File: src/rtl/sfs_pkg.sv
package sfs_pkg;
  localparam int WORD_W  = 12;
  localparam int N_MARKS = 4;

  typedef enum logic [1:0] {
    ST_HUNT   = 2'd0,
    ST_VERIFY = 2'd1,
    ST_LOCKED = 2'd2
  } sync_st_t;

  // Mark pattern for subframe k (k = 0 is the first subframe).
  function automatic logic [WORD_W-1:0] mark_of(input int k);
    case (k)
      0:       mark_of = 12'o1107;
      1:       mark_of = 12'o2670;
      2:       mark_of = 12'o5107;
      default: mark_of = 12'o6670;
    endcase
  endfunction
endpackage

File: src/rtl/sfs_shift.sv
module sfs_shift
  import sfs_pkg::*;
(
  input  logic                clk,
  input  logic                rst_n,
  input  logic                step,
  input  logic                bit_in,
  output logic [WORD_W-1:0]   sr_next,
  output logic [N_MARKS-1:0]  hit
);
  logic [WORD_W-1:0] sr_q;

  // LSB-first: the newest bit enters at the top and moves down.
  assign sr_next = {bit_in, sr_q[WORD_W-1:1]};

  always_ff @(posedge clk) begin
    if (!rst_n)    sr_q <= '0;
    else if (step) sr_q <= sr_next;
  end

  for (genvar k = 0; k < N_MARKS; k++) begin : g_cmp
    assign hit[k] = (sr_next == mark_of(k));
  end
endmodule

File: src/rtl/sfs_timer.sv
module sfs_timer
  import sfs_pkg::*;
#(
  parameter int CNT_W = 14
) (
  input  logic             clk,
  input  logic             rst_n,
  input  logic             step,
  input  logic             restart,
  input  logic [CNT_W-1:0] words_per_sf,
  output logic             at_word_end,
  output logic             at_mark_slot
);
  localparam int BW_W = $clog2(WORD_W);
  localparam logic [BW_W-1:0] LAST_BIT = BW_W'(WORD_W - 1);

  logic [BW_W-1:0]  bit_q;
  logic [CNT_W-1:0] word_q;

  assign at_word_end  = (bit_q == LAST_BIT);
  assign at_mark_slot = at_word_end && (word_q == words_per_sf - 1'b1);

  always_ff @(posedge clk) begin
    if (!rst_n) begin
      bit_q  <= '0;
      word_q <= '0;
    end else if (step) begin
      if (restart) begin
        bit_q  <= '0;
        word_q <= '0;
      end else if (at_word_end) begin
        bit_q  <= '0;
        word_q <= at_mark_slot ? '0 : word_q + 1'b1;
      end else begin
        bit_q  <= bit_q + 1'b1;
      end
    end
  end
endmodule

File: src/rtl/sfs_fsm.sv
module sfs_fsm
  import sfs_pkg::*;
(
  input  logic               clk,
  input  logic               rst_n,
  input  logic               step,
  input  logic [N_MARKS-1:0] hit,
  input  logic               at_word_end,
  input  logic               at_mark_slot,
  output logic               restart,
  output logic               emit,
  output logic               in_sync
);
  localparam int IDX_W = $clog2(N_MARKS);

  sync_st_t         st_q, st_d;
  logic [IDX_W-1:0] idx_q, idx_d;
  logic             want_hit;

  assign want_hit = hit[idx_q];
  assign in_sync  = (st_q == ST_LOCKED);

  always_comb begin
    st_d    = st_q;
    idx_d   = idx_q;
    restart = 1'b0;
    emit    = 1'b0;
    if (step) begin
      unique case (st_q)
        ST_HUNT: begin
          if (hit[0]) begin
            st_d    = ST_VERIFY;
            idx_d   = IDX_W'(1);
            restart = 1'b1;
          end
        end
        ST_VERIFY: begin
          if (at_mark_slot) begin
            if (want_hit) begin
              idx_d = idx_q + 1'b1;
              if (idx_q == '0) begin
                st_d = ST_LOCKED;
                emit = 1'b1;
              end
            end else if (hit[0]) begin
              idx_d   = IDX_W'(1);
              restart = 1'b1;
            end else begin
              st_d = ST_HUNT;
            end
          end
        end
        ST_LOCKED: begin
          if (at_mark_slot) begin
            if (want_hit) begin
              emit  = 1'b1;
              idx_d = idx_q + 1'b1;
            end else if (hit[0]) begin
              st_d    = ST_VERIFY;
              idx_d   = IDX_W'(1);
              restart = 1'b1;
            end else begin
              st_d = ST_HUNT;
            end
          end else if (at_word_end) begin
            emit = 1'b1;
          end
        end
        default: st_d = ST_HUNT;
      endcase
    end
  end

  always_ff @(posedge clk) begin
    if (!rst_n) begin
      st_q  <= ST_HUNT;
      idx_q <= '0;
    end else begin
      st_q  <= st_d;
      idx_q <= idx_d;
    end
  end
endmodule

File: src/rtl/sfs_detector.sv
module sfs_detector
  import sfs_pkg::*;
#(
  parameter int CNT_W = 14
) (
  input  logic              clk,
  input  logic              rst_n,
  input  logic [CNT_W-1:0]  words_per_sf,
  input  logic              in_valid,
  output logic              in_ready,
  input  logic              in_data,
  output logic              out_valid,
  input  logic              out_ready,
  output logic [WORD_W-1:0] out_data,
  output logic              in_sync
);
  logic               step;
  logic [WORD_W-1:0]  sr_next;
  logic [N_MARKS-1:0] hit;
  logic               at_word_end, at_mark_slot;
  logic               restart, emit;

  assign in_ready = !out_valid || out_ready;
  assign step     = in_valid && in_ready;

  sfs_shift u_shift (
    .clk     (clk),
    .rst_n   (rst_n),
    .step    (step),
    .bit_in  (in_data),
    .sr_next (sr_next),
    .hit     (hit)
  );

  sfs_timer #(.CNT_W(CNT_W)) u_timer (
    .clk          (clk),
    .rst_n        (rst_n),
    .step         (step),
    .restart      (restart),
    .words_per_sf (words_per_sf),
    .at_word_end  (at_word_end),
    .at_mark_slot (at_mark_slot)
  );

  sfs_fsm u_fsm (
    .clk          (clk),
    .rst_n        (rst_n),
    .step         (step),
    .hit          (hit),
    .at_word_end  (at_word_end),
    .at_mark_slot (at_mark_slot),
    .restart      (restart),
    .emit         (emit),
    .in_sync      (in_sync)
  );

  always_ff @(posedge clk) begin
    if (!rst_n) begin
      out_valid <= 1'b0;
      out_data  <= '0;
    end else if (emit) begin
      out_valid <= 1'b1;
      out_data  <= sr_next;
    end else if (out_ready) begin
      out_valid <= 1'b0;
    end
  end
endmodule

File: config.mk
export PLATFORM = sky130hd
export DESIGN_NAME = sfs_detector
export DESIGN_NICKNAME = d
export VERILOG_FILES = /design/src/rtl/sfs_pkg.sv /design/src/rtl/sfs_shift.sv /design/src/rtl/sfs_timer.sv /design/src/rtl/sfs_fsm.sv /design/src/rtl/sfs_detector.sv
export SDC_FILE = /design/constraint.sdc
export NUM_CORES = 1
export LEC_CHECK = 0
export ABC_AREA = 1
export ABC_CLOCK_PERIOD_IN_PS = 3900
export BUFFER_PORTS_ARGS = -buffer_cell sky130_fd_sc_hd__buf_2
export CORE_ASPECT_RATIO = 0.9
export CORE_MARGIN = 4
export CORE_UTILIZATION = 30
export CTS_CLUSTER_SIZE = 8
export DETAILED_ROUTE_END_ITERATION = 7
export GPL_ROUTABILITY_DRIVEN = 0
export GPL_TIMING_DRIVEN = 0
export HOLD_SLACK_MARGIN = 0.05
export PLACE_DENSITY = 0.48
export SYNTH_ARGS = -nofsm -noshare
export SYNTH_HDL_FRONTEND = slang
export SYNTH_SLANG_ARGS = --single-unit
File: constraint.sdc
create_clock -name clk -period 3.9 [get_ports clk]
set_clock_uncertainty 0.05 [all_clocks]
set_input_delay 0.39 -clock clk [delete_from_list [all_inputs] [get_ports clk]]
set_output_delay 0.39 -clock clk [all_outputs]
set_load 0.05 [all_outputs]
## Yosys cells after proc, flatten, opt, wreduce, memory -nomap -nowiden

Index checks and enable logic that the tools add are counted.

- Input port bits: 19
- Latch bits: 0
- Memories: 0
- Bits in read-only memories: 0
- Bits in registers: 47
- RAM bits: 0
- Word-level logic and storage cells: 75

- Eq/ne operators: 15
- Reduce and logical (&&, ||, !) cells: 13
- Div/mod/pow operators: 0
- $mul: 0
- Multiplexer cells: 35
- Add/sub/neg operators: 4
- Bitwise gates (word level): 0
- Shift-type cells: 0
- Order comparisons: 1

Operator list:

| operator | count |
|---|---|
| 14-bit two-way mux | 3 |
| 12-bit == test (second input constant) | 2 |
| 2-bit two-way mux | 10 |
| 1-bit two-way mux | 15 |
| 14-bit by 1-bit adder with 14-bit output (second input constant) | 1 |
| 14-bit == test | 1 |
| 14-bit by 1-bit subtractor with 14-bit output (second input constant) | 1 |
| 12-bit by 10-bit == test with 1-bit output (second input constant) | 1 |
| 12-bit by 11-bit == test with 1-bit output (second input constant) | 1 |
| 4-bit two-way mux | 2 |
| 7-bit AND reduction | 1 |
| 2-bit by 1-bit inequality test with 1-bit output (second input constant) | 3 |
| 3-bit inequality test (second input constant) | 2 |
| 2-bit case mux with 3 select lines | 1 |
| 2-bit nonzero test | 3 |
| 4-bit by 1-bit adder with 4-bit output (second input constant) | 1 |
| 4-bit == test (second input constant) | 1 |
| 2-bit zero test | 2 |
| 2-bit inequality test (second input constant) | 2 |
| 1-bit case mux with 2 select lines | 2 |
| 2-bit case mux with 2 select lines | 1 |
| 2-bit by 3-bit < comparator with 1-bit output (second input constant) | 1 |
| 3-bit AND reduction | 1 |
| 2-bit by 1-bit adder with 2-bit output (second input constant) | 1 |
| 8 further kinds | 9 |

## Longest topological paths before layout

Gate-level depths: netlist of the first run.

- Word-level depth: 9
- Gate-level depth with buffers: 19
- Depth with buffers taken out: 18

## Modules after synthesis

A second synthesis of the first run with hierarchy kept.

- Cells, all modules: 473
- Area total of the unflattened synthesis: 3185.6 sq um

By module, submodules not included:

| module | area an instance (sq um) | times used | seq. area each (sq um) | cells each |
|---|---|---|---|---|
| sfs_timer | 1662.8 | 1 | 360.3 | 272 |
| sfs_shift | 576.8 | 1 | 220.2 | 71 |
| sfs_detector | 494.2 | 1 | 260.2 | 58 |
| sfs_fsm | 451.7 | 1 | 80.1 | 72 |

## Worst setup path after synthesis of the first run

Ideal clock, no wire load.

- Path kind: register -> register
- From: reg out_valid
- To: reg u_timer.word_q[10]
- Setup time: 70 ps
- Stages on the path, launching flop included: 8
- Arrival time: 2162 ps
- Period minus slack after synthesis: 2282 ps
- Required time: 3780 ps
- Setup slack: 1618 ps
- Path buffers: 1
- Cells stage by stage: dfxtp_1 nand2_1 nand2_1 inv_1 nand2_1 nand3_2 buf_4 a21oi_1

- Cells in the longest elaborated chain, start to end: 6
- Elaborated cells on any way between the ends: 7

RTL lines:

| element | RTL line | source |
|---|---|---|
| start: declaration | sfs_detector.sv:12 | `output logic out_valid,` |
| start signal: assignment | sfs_detector.sv:59 | `out_valid <= 1'b0;` |
| start signal: assignment | sfs_detector.sv:62 | `out_valid <= 1'b1;` |
| start signal: assignment | sfs_detector.sv:65 | `out_valid <= 1'b0;` |
| 1-bit zero test (*) | sfs_detector.sv:23 | `assign in_ready = !out_valid \|\| out_ready;` |
| 1-bit logical OR (*) | sfs_detector.sv:23 |  |
| via in_ready | sfs_detector.sv:10 | `output logic in_ready,` |
| 1-bit logical AND (*) | sfs_detector.sv:24 | `assign step = in_valid && in_ready;` |
| 1-bit two-way mux | sfs_fsm.sv:28 | `if (step) begin` |
| 2-bit nonzero test (no line) | n/a |  |
| 2-bit AND reduction (no line) | n/a |  |
| end signal: assignment | sfs_timer.sv:33 | `word_q <= at_mark_slot ? '0 : word_q + 1'b1;` |
| end: declaration | sfs_timer.sv:18 | `logic [CNT_W-1:0] word_q;` |

The timed path passes the listed nets; every way through them passes the cells marked *.
A chain may end at the register's enable or synchronous reset.

## Worst setup path in the final report of the first run

- From: reg u_timer.bit_q[0]
- To: reg u_fsm.st_q[1]

- Cells in the longest elaborated chain, start to end: 4
- Elaborated cells on any way between the ends: 5

RTL lines:

| element | RTL line | source |
|---|---|---|
| start: declaration | sfs_timer.sv:17 | `logic [BW_W-1:0] bit_q;` |
| start signal: assignment | sfs_timer.sv:35 | `bit_q <= bit_q + 1'b1;` |
| 4-bit == test (*) | sfs_timer.sv:20 | `assign at_word_end = (bit_q == LAST_BIT);` |
| 1-bit logical AND (*) | sfs_timer.sv:21 | `assign at_mark_slot = at_word_end && (word_q == words_per_sf - 1'b1);` |
| 2-bit inequality test (no line) / 2-bit by 1-bit inequality test with 1-bit output (equally long branches) | n/a |  |
| 7-bit AND reduction (no line) (*) | n/a |  |
| end signal: assignment | sfs_fsm.sv:79 | `st_q <= st_d;` |
| end: declaration | sfs_fsm.sv:16 | `sync_st_t st_q, st_d;` |

Mark *: on every way between the ends. The rest lies on a longest branch, timed or not.

==> results of run 1 <==
-- synthesized netlist by cell type (all sizes together) --
| cell | n |
|---|---|
| nor3 | 9 |
| nor2 | 65 |
| a211oi | 1 |
| buf | 6 |
| clkbuf | 10 |
| nand3 | 39 |
| dfxtp | 46 |
| ha | 8 |
| a21oi | 26 |
| a31oi | 1 |
| nand3b | 3 |
| o21ai | 20 |
| nor3b | 1 |
| xor2 | 15 |
| inv | 74 |
| nand4 | 22 |
| nand2 | 118 |
| xnor2 | 6 |
-- registers in the layout, summed over array words and instances (netlist names) --
| name | flops |
|---|---|
| u_timer.word_q | 14 |
| out_data | 12 |
| u_shift.sr_q | 11 |
| u_timer.bit_q | 4 |
| u_fsm.idx_q | 2 |
| u_fsm.st_q | 2 |
| out_valid | 1 |
-- worst reg2reg max path, cell delays in order (launching register included) --
cell and delay [ns]:
dfxtp_1 0.38, ha_1 0.19, nand2_1 0.06, nor2_1 0.30, nand3_1 0.12, nor2_1 0.18, nand2_1 0.07, nor2_1 0.14
nand2_2 0.09, nor2_4 0.14, nand2_1 0.21, o21ai_1 0.19, nand3_1 0.15, o21ai_1 0.16, nor2_1 0.05
-- through the flow --
step	total power [uW]	cells	hold WS (ns)	setup slack [ns]	util (%)
floorplan	590	470	0.404	1.62	-
global placement	628	628	0.380	1.17	34.3
detailed placement	630	628	0.381	1.11	34.3
CTS	951	636	0.315	1.36	35.2
global route	990	636	0.331	1.08	35.2
finish	937	636	0.328	1.32	35.2
-- cells by family after synthesis --
logic type | count (synthesis)
XOR/XNOR | 21
adder cells (fa/ha/maj) | 8
buffers and inverters | 90
AND/OR/NAND/NOR | 257
AO/OA/AOI/OAI | 48
flip-flops | 46
-- layer usage --
metal	global-route usage, %	wire, um	up-vias
met5	0	0	-
met2	20.8	3240	25
met4	3.05	56	0
li1	-	-	1559
met3	2.15	192	4
met1	19.4	4070	1353
-- power by group through the flow --
stage / registers (uW) / clock network, uW / logic [uW]
3_3_place_gp: 501 / 0 / 127
6_report: 490 / 318 / 129
4_1_cts: 490 / 332 / 129
2_1_floorplan: 499 / 0 / 90.7
3_5_place_dp: 501 / 0 / 128
5_1_grt: 493 / 350 / 147
-- path summary, 6_finish.rpt --
check / from / endpoint / slack [ns] / depth (start not counted)
max: u_timer.bit_q[0]$_SDFFE_PN0P_ / u_fsm.st_q[1]$_SDFFE_PN0P_ / 1.32 / 14
min: out_ready / out_valid$_SDFFE_PN0P_ / 0.33 / 4
max reg2reg: u_timer.bit_q[0]$_SDFFE_PN0P_ / u_fsm.st_q[1]$_SDFFE_PN0P_ / 1.32 / 14
min reg2reg: out_data[10]$_SDFFE_PN0P_ / out_data[10]$_SDFFE_PN0P_ / 0.40 / 2
-- area by class of cell --
| class | count | area [um2] |
|---|---|---|
| flip-flops and latches | 46 | 921 |
| clock inverters | 3 | 25.0 |
| repair buffers | 32 | 160 |
| well taps | 126 | 158 |
| plain buffers | 16 | 90.1 |
| fillers | 1061 | 6310 |
| multi-input cells | 334 | 1730 |
| clock buffers | 5 | 68.8 |
| inverters | 74 | 278 |
==> results.sh, run 1 <==
export IMPL_status="completed"
export IMPL_cts_clk_slew_worst_paths_ns=0.10
export IMPL_setup_viol=0
export IMPL_boundaryPins=34
export IMPL_finalCritPeriodShare_pct=66.1
export IMPL_grt_pass1_wl_um=12900
export IMPL_rows=34
export IMPL_clock_root_buffer="clkbuf_8"
export IMPL_cts_resized=0
export IMPL_pwr_share_clk_pct=33.9
export IMPL_p_sw_share_pct=30.4
export IMPL_maxCapViolCount=0
export IMPL_max_freq_mhz=388
export IMPL_crit_path_end_kind="flip-flop"
export IMPL_setup_tns_ns=0
export IMPL_p_sw_uw=285
export IMPL_cpPeakStageDelay_ns=0.38
export IMPL_first_iter_violations=127
export IMPL_synthXorXnorAreaFrac_pct=6.09
export IMPL_cp_top_family="simple AND/OR/NAND/NOR gates"
export IMPL_leakage_uw=0.00161
export IMPL_numCtsBuffers=5
export IMPL_grt_pass1_vias=2765
export IMPL_mostFrequentLayoutCells="nand2_1, inv_1, nor2_1"
export IMPL_synth_compound_area_share_pct=8.08
export IMPL_cp_data_arrival_time_ns=2.71
export IMPL_postRouteAntennaNets=0
export IMPL_wl_um=7560
export IMPL_grt_remaining_overflow=0
export IMPL_final_common_cell="nand2_1"
export IMPL_grt_util_all_layers_pct=13.4
export IMPL_worstSetupPathType="flip-flop to flip-flop"
export IMPL_synth_area_mm2=0.00302
export IMPL_die_area_mm2=0.0117
export IMPL_grt_max_degree=17
export IMPL_hpwl_um=5920
export IMPL_yosysSeqAreaShare_pct=30.5
export IMPL_startpoint_type="flip-flop"
export IMPL_worstMarginPinSlew_ns=0.509
export IMPL_synth_nets=497
export IMPL_ir_drop_mv=0.134
export IMPL_clkLatencyLatePin_ns=0.30
export IMPL_critical_path_buf_inv_count=0
export IMPL_antenna_found_initial=0
export IMPL_relSlewSlack_pct=66.1
export IMPL_p_int_uw=652
export IMPL_finalInstanceArea_mm2=0.00343
export IMPL_post_drt_wl_per_cell_um=11.9
export IMPL_power_density_mw_per_mm2=273
export IMPL_die_w_um=114
export IMPL_core_mm2=0.00974
export IMPL_ctsHoldBuffers=0
export IMPL_synth_top_family_by_area="simple AND/OR/NAND/NOR gates"
export IMPL_synth_cell_types=30
export IMPL_cts_tree="built"
export IMPL_synthMuxAreaShare_pct=0
export IMPL_cpMaxStageDelayCell="dfxtp_1"
export IMPL_synthAdderAreaFrac_pct=3.32
export IMPL_drt_pass1_iter_count=4
export IMPL_start_util_pct=31.0
export IMPL_finalHoldViolations=0
export IMPL_num_vias=2941
export IMPL_yosys_warnings=0
export IMPL_synth_top_area_share_pct=30.5
export IMPL_cp_max_fo=6
export IMPL_seq_power_share_pct=52.3
export IMPL_fin_crit_ns=2.58
export IMPL_ys_ff_latch=46
export IMPL_rsz0062_at_grt="no"
export IMPL_area_delta_synth_final_pct=13.6
export IMPL_placed_cell_area_mm2=0.00334
export IMPL_clockBufferDepth=2
export IMPL_drc_errors=0
export IMPL_antennaDiodeCount=0
export IMPL_synth_cells=470
export IMPL_netlist_top_cells_area="dfxtp_1, nand2_1, inv_1"
export IMPL_numPortBuffers=32
export IMPL_drv_slew=0
export IMPL_critPathMostFrequentCell="nor2_1"
export IMPL_worstPathCellList="ha_1, nand2_1, nor2_1, nand3_1, nor2_1, nand2_1, nor2_1, nand2_2, nor2_4, nand2_1, o21ai_1, nand3_1, o21ai_1, nor2_1"
export IMPL_drive_gt1_share_pct=14.1
export IMPL_combPwrFrac_pct=13.8
export IMPL_synth_avg_cell_area_um2=6.42
export IMPL_avgViaCountPerCell=4.62
export IMPL_hold_class="input port to flip-flop"
export IMPL_die_h_um=103
export IMPL_cts_setup_buffers=0
export IMPL_cts_sinks=46
export IMPL_synth_top_cell_by_area="dfxtp_1"
export IMPL_cp_required_ns=4.03
export IMPL_h_tree_depth=2
export IMPL_final_nets=536
export IMPL_synthSimpleGateAreaFrac_pct=39.8
(Power assumes the default switching activity.)
==> run 2, diff against run 1 <==
Settings changed: ABC_CLOCK_PERIOD_IN_PS 3900 to 2200, PLACE_DENSITY 0.48 to 0.5.
Clock period 3.9 ns to 2.2 ns, I/O delays scaled along.
==> run 2 against run 1 <==
Effect of this change:
- non-clock buffer count rose by 22
- sequential power rose by 78%
- via count rose by 4.2%
==> results.sh, run 2 (synthesis gave the netlist of run 1 again) <==
export IMPL_final_common_cell="nand2_1"
export IMPL_first_iter_violations=141
export IMPL_final_nets=558
export IMPL_leakage_uw=0.00180
export IMPL_largest_register_ffs=14
export IMPL_grt_util_all_layers_pct=13.4
export IMPL_die_area_mm2=0.0117
export IMPL_grt_pass1_wl_um=13000
export IMPL_hold_class="input port to flip-flop"
export IMPL_ctsHoldBuffers=0
export IMPL_power_uw=1780
export IMPL_cts_tree="built"
export IMPL_worstSetupPathType="flip-flop to flip-flop"
export IMPL_drc_errors=0
export IMPL_hold_depth=4
export IMPL_setup_viol=0
export IMPL_regMostFlops="u_timer.word_q"
export IMPL_max_freq_mhz=459
export IMPL_pwr_share_clk_pct=36.1
export IMPL_startpoint_type="flip-flop"
export IMPL_cp_max_fo=6
export IMPL_reg_top3="u_timer.word_q (14), out_data (12), u_shift.sr_q (11)"
export IMPL_h_tree_depth=2
export IMPL_fin_util_pct=40.6
export IMPL_cp_required_ns=2.39
export IMPL_placed_cells_incl_taps=628
export IMPL_seq_power_share_pct=49.2
export IMPL_drive_gt1_share_pct=30.3
export IMPL_avgViaCountPerCell=4.66
export IMPL_drv_slew=0
export IMPL_clock_root_buffer="clkbuf_8"
export IMPL_finalHoldWorstSlack_ns=0.142
export IMPL_fin_crit_ns=2.18
export IMPL_power_density_mw_per_mm2=448
export IMPL_drt_pass1_iter_count=4
export IMPL_p_sw_share_pct=27.7
export IMPL_area_delta_synth_final_pct=31.2
export IMPL_p_int_uw=1280
export IMPL_n_fill_cell=1054
export IMPL_num_vias=3064
export IMPL_start_util_pct=31.0
export IMPL_maxCapViolCount=0
export IMPL_clockBufferDepth=2
export IMPL_numPortBuffers=32
export IMPL_critPathCapture="u_timer.word_q[11]$_SDFFE_PN0P_"
export IMPL_post_drt_wl_per_cell_um=12.1
export IMPL_cts_clk_slew_worst_paths_ns=0.09
export IMPL_finalCritPeriodShare_pct=99.1
export IMPL_wl_um=7950
export IMPL_finalHoldViolations=0
export IMPL_hpwl_um=5810
export IMPL_cp_startpoint="u_timer.bit_q[1]$_SDFFE_PN0P_"
export IMPL_cp_data_arrival_time_ns=2.37
export IMPL_grt_pass1_vias=2852
export IMPL_combPwrFrac_pct=14.8
export IMPL_ir_drop_mv=0.212
export IMPL_stdcell_count=658
export IMPL_grt_remaining_overflow=0
export IMPL_numCtsBuffers=5
export IMPL_core_mm2=0.00974
export IMPL_antenna_found_initial=0
export IMPL_crit_path_end_kind="flip-flop"
export IMPL_antennaDiodeCount=0
export IMPL_rsz0062_at_grt="yes"
export IMPL_die_w_um=114
export IMPL_cts_sinks=46
export IMPL_status="completed"
export IMPL_reg2reg_slack_ns=0.02
export IMPL_r2r_start="u_timer.bit_q[1]$_SDFFE_PN0P_"
export IMPL_p_sw_uw=492
export IMPL_rows=34
export IMPL_die_h_um=103
export IMPL_boundaryPins=34
export IMPL_grt_max_degree=15
export IMPL_relSlewSlack_pct=65.3
export IMPL_r2r_end="u_timer.word_q[11]$_SDFFE_PN0P_"
export IMPL_r2r_cells=16
export IMPL_postRouteAntennaNets=0
export IMPL_mostFrequentLayoutCells="nand2_1, inv_1, nor2_1, dfxtp_1, buf_2"
export IMPL_clkLatencyLatePin_ns=0.30
export IMPL_worstMarginPinSlew_ns=0.520
## run 2: area by class of cell
type                       count  area [um2]  area share, %
buffer                        16         109           2.75
multi-input combinational    334        2020           51.0
clock inverter                 2        37.5          0.948
timing repair buffer          54         358           9.04
inverter                      74         278           7.01
tap                          126         158           3.98
sequential                    46         928           23.4
clock buffer                   6        72.6           1.83
## run 2: through the flow
step / TNS [ns] / setup slack, ns / area, um2
after floorplan: 0 / 0.114 / 3020
after global placement: -10.0 / -0.349 / 3340
after detailed placement: -10.68 / -0.370 / 3340
after CTS: -0.804 / -0.0535 / 3600
after global routing: -3.80 / -0.174 / 3960
final: 0 / 0.0192 / 3960
## run 2: metal layers
layer / track usage [%] / wire (um) / vias to the layer above / share of wire (%)
li1: - / - / 1610 / -
met1: 19.1 / 4080 / 1406 / 51
met2: 21.3 / 3580 / 41 / 45
met3: 2.21 / 231 / 7 / 2.9
met4: 3.42 / 66 / 0 / 0.83
met5: 0 / 0 / - / 0
## run 2: worst min path at each step
stage,start,endpoint,slack (ns)
final,out_ready,out_valid$_SDFFE_PN0P_,0.14
after global placement,out_data[10]$_SDFFE_PN0P_,out_data[10]$_SDFFE_PN0P_,0.38
after floorplan,in_data,u_shift.sr_q[11]$_SDFFE_PN0P_,0.39
after detailed placement,out_data[10]$_SDFFE_PN0P_,out_data[10]$_SDFFE_PN0P_,0.39
after global routing,out_ready,out_valid$_SDFFE_PN0P_,0.14
after CTS,out_ready,out_valid$_SDFFE_PN0P_,0.14
## run 2: timing repair
item / CTS / global route
cloned: 1 / 1
buffers inserted: 7 / 13
resized for setup: 24 / 68
endpoints found under the setup margin: 35 / 35
pin swaps: 9 / 19
## run 2: power by group through the flow
stage,Combinational (uW),Sequential [uW],Clock (uW)
2_1_floorplan,161,884,0
3_3_place_gp,225,888,0
3_5_place_dp,226,889,0
4_1_cts,238,871,659
5_1_grt,297,875,693
6_report,262,873,640
## run 2: worst max-delay path, stage by stage (launching register included)
cell       delay [ns]
dfxtp_2          0.36
ha_4             0.15
nand2_4          0.05
nor2_4           0.12
nand3_2          0.09
nor2_2           0.10
nand2_1          0.07
nor2_2           0.10
nand2_2          0.07
nor2_4           0.17
nand4_1          0.14
nand2_2          0.10
nand2_4          0.11
nand2_8          0.12
clkbuf_16        0.17
nor2_4           0.03
a21oi_1          0.10
